$ cat src/rtl/i2c_host_pkg.sv
// Shared types for the bus host: command codes and bit-level symbol kinds.
package i2c_host_pkg;

    // Command codes on cmd_op.
    typedef enum logic [1:0] {
        OP_START = 2'd0,
        OP_WRITE = 2'd1,
        OP_READ  = 2'd2,
        OP_STOP  = 2'd3
    } cmd_op_t;

    // Bus symbols, each four quarter-bits long.
    typedef enum logic [1:0] {
        SYM_BIT     = 2'd0,
        SYM_START   = 2'd1,
        SYM_RESTART = 2'd2,
        SYM_STOP    = 2'd3
    } sym_t;

endpackage

$ cat src/rtl/i2c_quarter_tick.sv
// Quarter-bit timer. While run is high it pulses tick once every
// quarter_div+1 cycles. It restarts from zero whenever run is low.
// Assumes quarter_div is held steady while run is high.
module i2c_quarter_tick #(
    parameter int DIV_W = 8
) (
    input  logic             clk,
    input  logic             rst_n,
    input  logic             run,
    input  logic [DIV_W-1:0] quarter_div,
    output logic             tick
);

    logic [DIV_W-1:0] cnt_q;

    assign tick = run && (cnt_q == quarter_div);

    // Count cycles inside the current quarter.
    always_ff @(posedge clk) begin
        if (!rst_n || !run || tick) begin
            cnt_q <= '0;
        end else begin
            cnt_q <= cnt_q + 1'b1;
        end
    end

endmodule

$ cat src/rtl/i2c_bit_phy.sv
// Bit-level line driver. It plays one symbol (data bit, Start, repeated
// Start, Stop) over four quarters. Both lines are open-drain drive-low
// enables. SDA is synchronized and sampled at the middle of SCL high.
// Assumes symbols are only offered while sym_busy is low, and that
// quarter_div is at least 3 so that the synchronizer settles in time.
module i2c_bit_phy
    import i2c_host_pkg::*;
#(
    parameter int DIV_W = 8
) (
    input  logic             clk,
    input  logic             rst_n,
    input  logic [DIV_W-1:0] quarter_div,
    input  logic             sym_valid,
    input  sym_t             sym_kind,
    input  logic             sym_bit,
    output logic             sym_busy,
    output logic             sym_done,
    output logic             rx_bit,
    input  logic             sda_in,
    output logic             scl_drive_low,
    output logic             sda_drive_low
);

    localparam int QUARTERS = 4;
    localparam int Q_W      = $clog2(QUARTERS);
    localparam logic [Q_W-1:0] Q_LAST   = Q_W'(QUARTERS - 1);
    localparam logic [Q_W-1:0] Q_SAMPLE = Q_W'(1);

    logic           run_q;
    logic [Q_W-1:0] q_q;
    sym_t           kind_q;
    logic           bit_q;
    logic           scl_low_q, sda_low_q;
    logic           sda_s1, sda_s2;
    logic           tick;

    // Drive-low level of SCL for a symbol kind in a given quarter.
    function automatic logic scl_low_at(sym_t k, logic [Q_W-1:0] q);
        case (k)
            SYM_BIT:     return (q == 0) || (q == Q_LAST);
            SYM_START:   return (q == Q_LAST);
            SYM_RESTART: return (q == 0) || (q == Q_LAST);
            default:     return (q == 0);
        endcase
    endfunction

    // Drive-low level of SDA for a symbol kind in a given quarter.
    function automatic logic sda_low_at(sym_t k, logic [Q_W-1:0] q, logic b);
        case (k)
            SYM_BIT:     return !b;
            SYM_START,
            SYM_RESTART: return (q >= 2);
            default:     return (q < 2);
        endcase
    endfunction

    i2c_quarter_tick #(.DIV_W(DIV_W)) i_tick (
        .clk        (clk),
        .rst_n      (rst_n),
        .run        (run_q),
        .quarter_div(quarter_div),
        .tick       (tick)
    );

    assign sym_busy      = run_q;
    assign scl_drive_low = scl_low_q;
    assign sda_drive_low = sda_low_q;

    // Two-stage synchronizer on the SDA input.
    always_ff @(posedge clk) begin
        if (!rst_n) begin
            sda_s1 <= 1'b1;
            sda_s2 <= 1'b1;
        end else begin
            sda_s1 <= sda_in;
            sda_s2 <= sda_s1;
        end
    end

    // Step through the quarters of a symbol and update the line levels.
    always_ff @(posedge clk) begin
        if (!rst_n) begin
            run_q     <= 1'b0;
            q_q       <= '0;
            kind_q    <= SYM_BIT;
            bit_q     <= 1'b1;
            scl_low_q <= 1'b0;
            sda_low_q <= 1'b0;
            rx_bit    <= 1'b1;
            sym_done  <= 1'b0;
        end else begin
            sym_done <= 1'b0;
            if (!run_q && sym_valid) begin
                run_q     <= 1'b1;
                q_q       <= '0;
                kind_q    <= sym_kind;
                bit_q     <= sym_bit;
                scl_low_q <= scl_low_at(sym_kind, '0);
                sda_low_q <= sda_low_at(sym_kind, '0, sym_bit);
            end else if (tick) begin
                if (q_q == Q_SAMPLE && kind_q == SYM_BIT) begin
                    rx_bit <= sda_s2;
                end
                if (q_q == Q_LAST) begin
                    run_q    <= 1'b0;
                    sym_done <= 1'b1;
                end else begin
                    q_q       <= q_q + 1'b1;
                    scl_low_q <= scl_low_at(kind_q, q_q + 1'b1);
                    sda_low_q <= sda_low_at(kind_q, q_q + 1'b1, bit_q);
                end
            end
        end
    end

    // a data bit never moves SDA while SCL stays released.
    a_r4_data_steady_scl_high: assert property (@(posedge clk) disable iff (!rst_n)
        (run_q && kind_q == SYM_BIT && !scl_low_q && $past(!scl_low_q))
        |-> $stable(sda_low_q));

    // the falling SDA edge of a Start happens with SCL released.
    a_r2_start_edge_scl_high: assert property (@(posedge clk) disable iff (!rst_n)
        (run_q && (kind_q == SYM_START || kind_q == SYM_RESTART) && $rose(sda_low_q))
        |-> !scl_low_q);

    // the rising SDA edge of a Stop happens with SCL released.
    a_r3_stop_edge_scl_high: assert property (@(posedge clk) disable iff (!rst_n)
        (run_q && kind_q == SYM_STOP && $fell(sda_low_q)) |-> !scl_low_q);

endmodule

$ cat src/rtl/i2c_host.sv
// Byte-level host sequencer. It takes start/write/read/stop commands,
// turns each into bus symbols, and reports every byte together with its
// ninth-clock acknowledge level. Assumes cmd_* is held steady while
// cmd_valid is high, and that quarter_div is at least 3.
module i2c_host
    import i2c_host_pkg::*;
#(
    parameter int DIV_W  = 8,
    parameter int DATA_W = 8
) (
    input  logic              clk,
    input  logic              rst_n,
    input  logic [DIV_W-1:0]  quarter_div,
    input  logic              cmd_valid,
    output logic              cmd_ready,
    input  logic [1:0]        cmd_op,
    input  logic [DATA_W-1:0] cmd_data,
    input  logic              cmd_nack,
    output logic              rsp_valid,
    output logic [DATA_W-1:0] rsp_data,
    output logic              rsp_acked,
    output logic              nack_err,
    output logic              scl_drive_low,
    output logic              sda_drive_low,
    input  logic              sda_in
);

    localparam int CNT_W = $clog2(DATA_W + 1);
    localparam logic [CNT_W-1:0] ACK_SLOT = CNT_W'(DATA_W);

    typedef enum logic [1:0] {S_IDLE, S_COND, S_BITS} seq_t;

    seq_t              state_q;
    sym_t              cond_q;
    logic              owned_q, inflight_q, is_read_q, check_ack_q, host_nack_q;
    logic [DATA_W-1:0] shreg_q;
    logic [CNT_W-1:0]  bit_cnt_q;
    logic              sym_valid, sym_bit, phy_busy, sym_done, rx_bit;
    sym_t              sym_kind;
    cmd_op_t           op;

    assign op        = cmd_op_t'(cmd_op);
    assign cmd_ready = (state_q == S_IDLE);
    assign rsp_data  = shreg_q;
    assign sym_valid = (state_q != S_IDLE) && !inflight_q;
    assign sym_kind  = (state_q == S_COND) ? cond_q : SYM_BIT;

    // Choose the bit level to put on SDA for the current slot.
    always_comb begin
        if (bit_cnt_q == ACK_SLOT) begin
            sym_bit = is_read_q ? host_nack_q : 1'b1;
        end else begin
            sym_bit = is_read_q ? 1'b1 : shreg_q[DATA_W-1];
        end
    end

    i2c_bit_phy #(.DIV_W(DIV_W)) i_phy (
        .clk          (clk),
        .rst_n        (rst_n),
        .quarter_div  (quarter_div),
        .sym_valid    (sym_valid),
        .sym_kind     (sym_kind),
        .sym_bit      (sym_bit),
        .sym_busy     (phy_busy),
        .sym_done     (sym_done),
        .rx_bit       (rx_bit),
        .sda_in       (sda_in),
        .scl_drive_low(scl_drive_low),
        .sda_drive_low(sda_drive_low)
    );

    // Accept commands, sequence the symbols of a byte, and report results.
    always_ff @(posedge clk) begin
        if (!rst_n) begin
            state_q     <= S_IDLE;
            cond_q      <= SYM_START;
            owned_q     <= 1'b0;
            inflight_q  <= 1'b0;
            is_read_q   <= 1'b0;
            check_ack_q <= 1'b0;
            host_nack_q <= 1'b1;
            shreg_q     <= '0;
            bit_cnt_q   <= '0;
            rsp_valid   <= 1'b0;
            rsp_acked   <= 1'b0;
            nack_err    <= 1'b0;
        end else begin
            rsp_valid <= 1'b0;
            if (sym_valid && !phy_busy) begin
                inflight_q <= 1'b1;
            end
            if (sym_done) begin
                inflight_q <= 1'b0;
            end
            case (state_q)
                S_IDLE: if (cmd_valid) begin
                    bit_cnt_q <= '0;
                    case (op)
                        OP_START: begin
                            state_q     <= S_COND;
                            cond_q      <= owned_q ? SYM_RESTART : SYM_START;
                            shreg_q     <= cmd_data;
                            is_read_q   <= 1'b0;
                            check_ack_q <= 1'b1;
                            nack_err    <= 1'b0;
                        end
                        OP_STOP: if (owned_q) begin
                            state_q  <= S_COND;
                            cond_q   <= SYM_STOP;
                            nack_err <= 1'b0;
                        end
                        default: if (owned_q && !nack_err) begin
                            state_q     <= S_BITS;
                            shreg_q     <= cmd_data;
                            is_read_q   <= (op == OP_READ);
                            check_ack_q <= (op == OP_WRITE);
                            host_nack_q <= cmd_nack;
                        end
                    endcase
                end
                S_COND: if (sym_done) begin
                    owned_q <= (cond_q != SYM_STOP);
                    state_q <= (cond_q == SYM_STOP) ? S_IDLE : S_BITS;
                end
                default: if (sym_done) begin
                    if (bit_cnt_q == ACK_SLOT) begin
                        state_q   <= S_IDLE;
                        rsp_valid <= 1'b1;
                        rsp_acked <= !rx_bit;
                        if (check_ack_q && rx_bit) begin
                            nack_err <= 1'b1;
                        end
                    end else begin
                        shreg_q   <= {shreg_q[DATA_W-2:0], rx_bit};
                        bit_cnt_q <= bit_cnt_q + 1'b1;
                    end
                end
            endcase
        end
    end

    // with the error flag set, a write or read leaves the block idle.
    a_r10_err_drops_transfer: assert property (@(posedge clk) disable iff (!rst_n)
        (cmd_valid && cmd_ready && nack_err && (op == OP_WRITE || op == OP_READ))
        |=> (state_q == S_IDLE));

    // a command is only offered while the line driver is idle.
    a_r1_ready_only_phy_idle: assert property (@(posedge clk) disable iff (!rst_n)
        cmd_ready |-> !phy_busy);

endmodule

$ cat config.mk
export PLATFORM = sky130hd
export DESIGN_NAME = i2c_host
export DESIGN_NICKNAME = d
export VERILOG_FILES = /design/src/rtl/i2c_host_pkg.sv /design/src/rtl/i2c_quarter_tick.sv /design/src/rtl/i2c_bit_phy.sv /design/src/rtl/i2c_host.sv
export SDC_FILE = /design/constraint.sdc
export NUM_CORES = 1
export LEC_CHECK = 0
export BUFFER_PORTS_ARGS = -buffer_cell sky130_fd_sc_hd__clkbuf_2
export CAP_MARGIN = 5
export CORE_AREA = 10 10 105 107
export DETAILED_ROUTE_END_ITERATION = 7
export DIE_AREA = 0 0 115 117
export GPL_ROUTABILITY_DRIVEN = 0
export REMOVE_ABC_BUFFERS = 1
export SYNTH_ARGS = -nofsm -noshare
export SYNTH_HDL_FRONTEND = slang
export SYNTH_SLANG_ARGS = --single-unit
$ cat constraint.sdc
create_clock -name clk -period 1.8 [get_ports clk]
set_clock_uncertainty 0.05 [all_clocks]
set_input_delay 0.09 -clock clk [delete_from_list [all_inputs] [get_ports clk]]
set_output_delay 0.09 -clock clk [all_outputs]
set_load 0.03 [all_outputs]
==> results by group <==
Timing
  • Crit share post-route: 94.33%
  • Tightest Pin Transition: 807.5 ps
  • Min Hold Slack: roughly 12 ps
  • Final number of setup-violating endpoints: 0
  • Minimum clock period: 1698 ps
  • Worst relative slew slack: 46.11%
  • FMAX: 588.9 MHz
  • Setup Total Neg Slack: 0 ps
  • Pins Over Slew Limit: 0
  • Setup ws final: a little over 100 ps
  • Fin. Hold Viols: 0
  • RSZ-0062 raised after global routing: true

Worst setup path
  • Crit path DAT: 1860 ps
  • CP Class: reg -> reg
  • CP Max Fanout: 5
  • CP Launch Type: flop
  • FF-to-FF setup slack: 100 ps
  • Required @ worst endpoint: 1960 ps
  • Crit path capture type: flop

Clock network
  • Clock sink count: 44
  • H-tree depth: 2
  • Clk Latency, worst-skew pair: 300 ps
  • Clk slew on worst S/H paths: 90 ps
  • CTS tree: yes
  • CTS buffer count: 5
  • CTS max path bufs: 2
  • CTS Root Cell: clkbuf_8

Place
  • Post-DP HPWL: 4093 microns
  • Port Buf Inserts: 36
  • Placed instance area: 2678 sq um
  • Pre-CTS setup slack: -28.02 ps
  • Placed cells: 422

Finish
  • NumNets Final: 366
  • ANT cells: 0
  • Design area: 2925 sq um
  • Area growth from synthesis to layout: 32.77%
  • Finished Layout Cells: 440
  • Share of cells above drive strength 1: 26.14%

Logic synthesis
  • Synth warn: 0
  • Syn Inst Count: 260
  • Top cells by area, synth: dfxtp_1 (40%), ha_1 (8.0%), nor2_1 (6.8%)
  • Yosys cell types: 40
  • Synth Register Bits: 44
  • Top cell type's share of synthesized area: 39.98%
  • Async SR Flop Fraction: 0%
  • Most used DFF post-synth: dfxtp_1
  • Syn Std Cell Area: 2203 sq um
  • Post-Syn Area per Cell: between 8 and 9 sq um
  • Synth area leader: dfxtp_1
  • Post-synth EDFFs: 0
  • Register area share after synthesis: between 30% and 40%

Die
  • Die width: roughly 120 microns
  • Row count: 35
  • Core Area: 9021 sq um
  • Starting Density: around 24%
  • Die Y-Extent: 117 microns
  • Die area: 13460 sq um
  • Ports: 37

Pwr
  • Int Power: 1.541 mW
  • Comb power frac: 20.1%
  • Reg power frac: 49.0%
  • Switch share: 28.06%
  • Worst VDD drop: 0.0002612 V
  • P_sw: 601.3 uW
  • Pwr dens: 732.5 nW/um^2
  • LEAKAGE: ~1.2 nW
  • Clock power share: 30.9%

Job
  • Max-Cap Viols: 0

Routing
  • WL final: 5356 microns
  • Final ANT Viol Nets: 0
  • Vias: 2005
  • Vias per std cell: 4.557
  • Routed length per instance: 12.17 microns
  • Number of detailed-route iterations in the first pass: 4
  • Initial DRC Count: 116
  • Remaining DRCs: 0

Global route
  • Vias in the first global route: 2004
  • Met1 usage: 9.976%
  • GRT Total Usage: under 10%
  • Met2 usage: 13.06%
  • Most used routing layer: met2
  • Initial antenna violation count: 0
  • Residual overflow from global routing: 0
  • First-pass GRT wire length: 9211 microns
  • Largest net degree at the start of global routing: 23
  • M3 GR Usage: 3.313%

Worst hold path
  • Hold crit path type: in -> reg

Outcome
  • Status: finished, final reports clean
[per-layer routing]
metal / share of wire, % / wire (microns)
met1: 47 / 2541
met4: 1.3 / 72
met2: 43 / 2301
met3: 8.2 / 440
met5: 0 / 0
[repair_timing]
item	4_1_cts	5_1_grt
setup buffers	2	1
hold endpoints to repair	8	0
hold buffers	8	0
pin swaps	0	10
setup endpoints to repair	4	6
resized for setup	1	10
[metrics by stage]
step | utilization, % | power, mW
3_3_place_gp | 29.68 | 1.479
4_1_cts | 31.84 | 2.162
6_report | 32.43 | 2.143
5_1_grt | 32.43 | 2.259
3_5_place_dp | 29.68 | 1.486
2_1_floorplan | - | 1.311
[registers in the layout (all words and copies together), names as in the netlist, 2 cells and up]
| name | cells |
|---|---|
| cond_q | 2 |
| i_phy.q_q | 2 |
| i_phy.kind_q | 2 |
| i_phy.i_tick.cnt_q | 8 |
| rsp_data | 8 |
| state_q | 2 |
| bit_cnt_q | 4 |
[cells in the mapped netlist (2+ instances only)]
cell type  number
o21ai_1         2
o211ai_1        3
nor2b_1         4
xor2_1          7
clkbuf_1        6
a211oi_1        2
and3_1          2
dfxtp_1        44
a21oi_1         8
nand3_1        10
inv_1          15
a311oi_1        9
nand2b_1        2
mux2i_1         9
a31oi_1         2
nor3_1          8
nand4_1         5
nand2_1        24
xnor2_1        10
ha_1           14
nor2_1         40
o21ai_0        14
buf_2           3
[worst max-delay path: stages, from the launching register on]
cell	delay [ps]
dfxtp_2	360
xnor2_2	110
nand4_1	130
or4b_4	610
mux2i_1	150
a211oi_1	200
[logic make-up after synthesis]
kind of cell    Yosys count  synth area share, %
compound gates           49                15.16
flops                    44                39.98
fa+ha+maj                14                7.950
buf+inv                  25                4.599
xor+xnor                 17                6.757
simple gates            102                21.47
mux                       9                4.089
[area by class of cell]
cell class	instances	area (sq um)
fillers	967	6096
multi-input cells	191	1261
flip-flops and latches	44	885.9
repair buffers	72	486.7
well taps	111	138.9
clock buffers	7	96.34
inverters	15	56.30
[power groups by stage]
stage               combinational, mW  sequential, mW  clock (mW)
finish                          0.431            1.05       0.662
floorplan                       0.182            1.13           0
detailed placement              0.414            1.07           0
global placement                0.407            1.07           0
CTS                             0.428            1.05       0.684
global route                    0.480            1.06       0.721
[placed cells by master, fill, tap and decap left out, drive strengths merged, types with 2 or more instances in the layout]
| cell type | count |
|---|---|
| a221oi | 2 |
| dfxtp | 44 |
| nand2 | 24 |
| nand4 | 5 |
| a211oi | 3 |
| a311oi | 9 |
| a31oi | 2 |
| clkbuf | 43 |
| nor3 | 8 |
| inv | 15 |
| o21ai | 16 |
| xor2 | 7 |
| and3 | 2 |
| ha | 14 |
| o211ai | 3 |
| dlygate4sd3 | 8 |
| nor2 | 40 |
| buf | 28 |
| nor3b | 2 |
| nand3 | 10 |
| nor2b | 4 |
| xnor2 | 10 |
| nand2b | 2 |
| mux2i | 9 |
| a21oi | 9 |
[final timing paths]
path | start | end | cells after the start
max | i_phy.i_tick.cnt_q[7]$_SDFF_PP0_ | i_phy.scl_drive_low$_SDFFE_PN0P_ | 5
min | cmd_data[0] | rsp_data[0]$_SDFFE_PN0P_ | 3
max reg2reg | i_phy.i_tick.cnt_q[7]$_SDFF_PP0_ | i_phy.scl_drive_low$_SDFFE_PN0P_ | 5
min reg2reg | i_phy.sda_s1$_SDFF_PN1_ | i_phy.sda_s2$_SDFF_PN1_ | 1
Power figures use the tool's default switching activity.
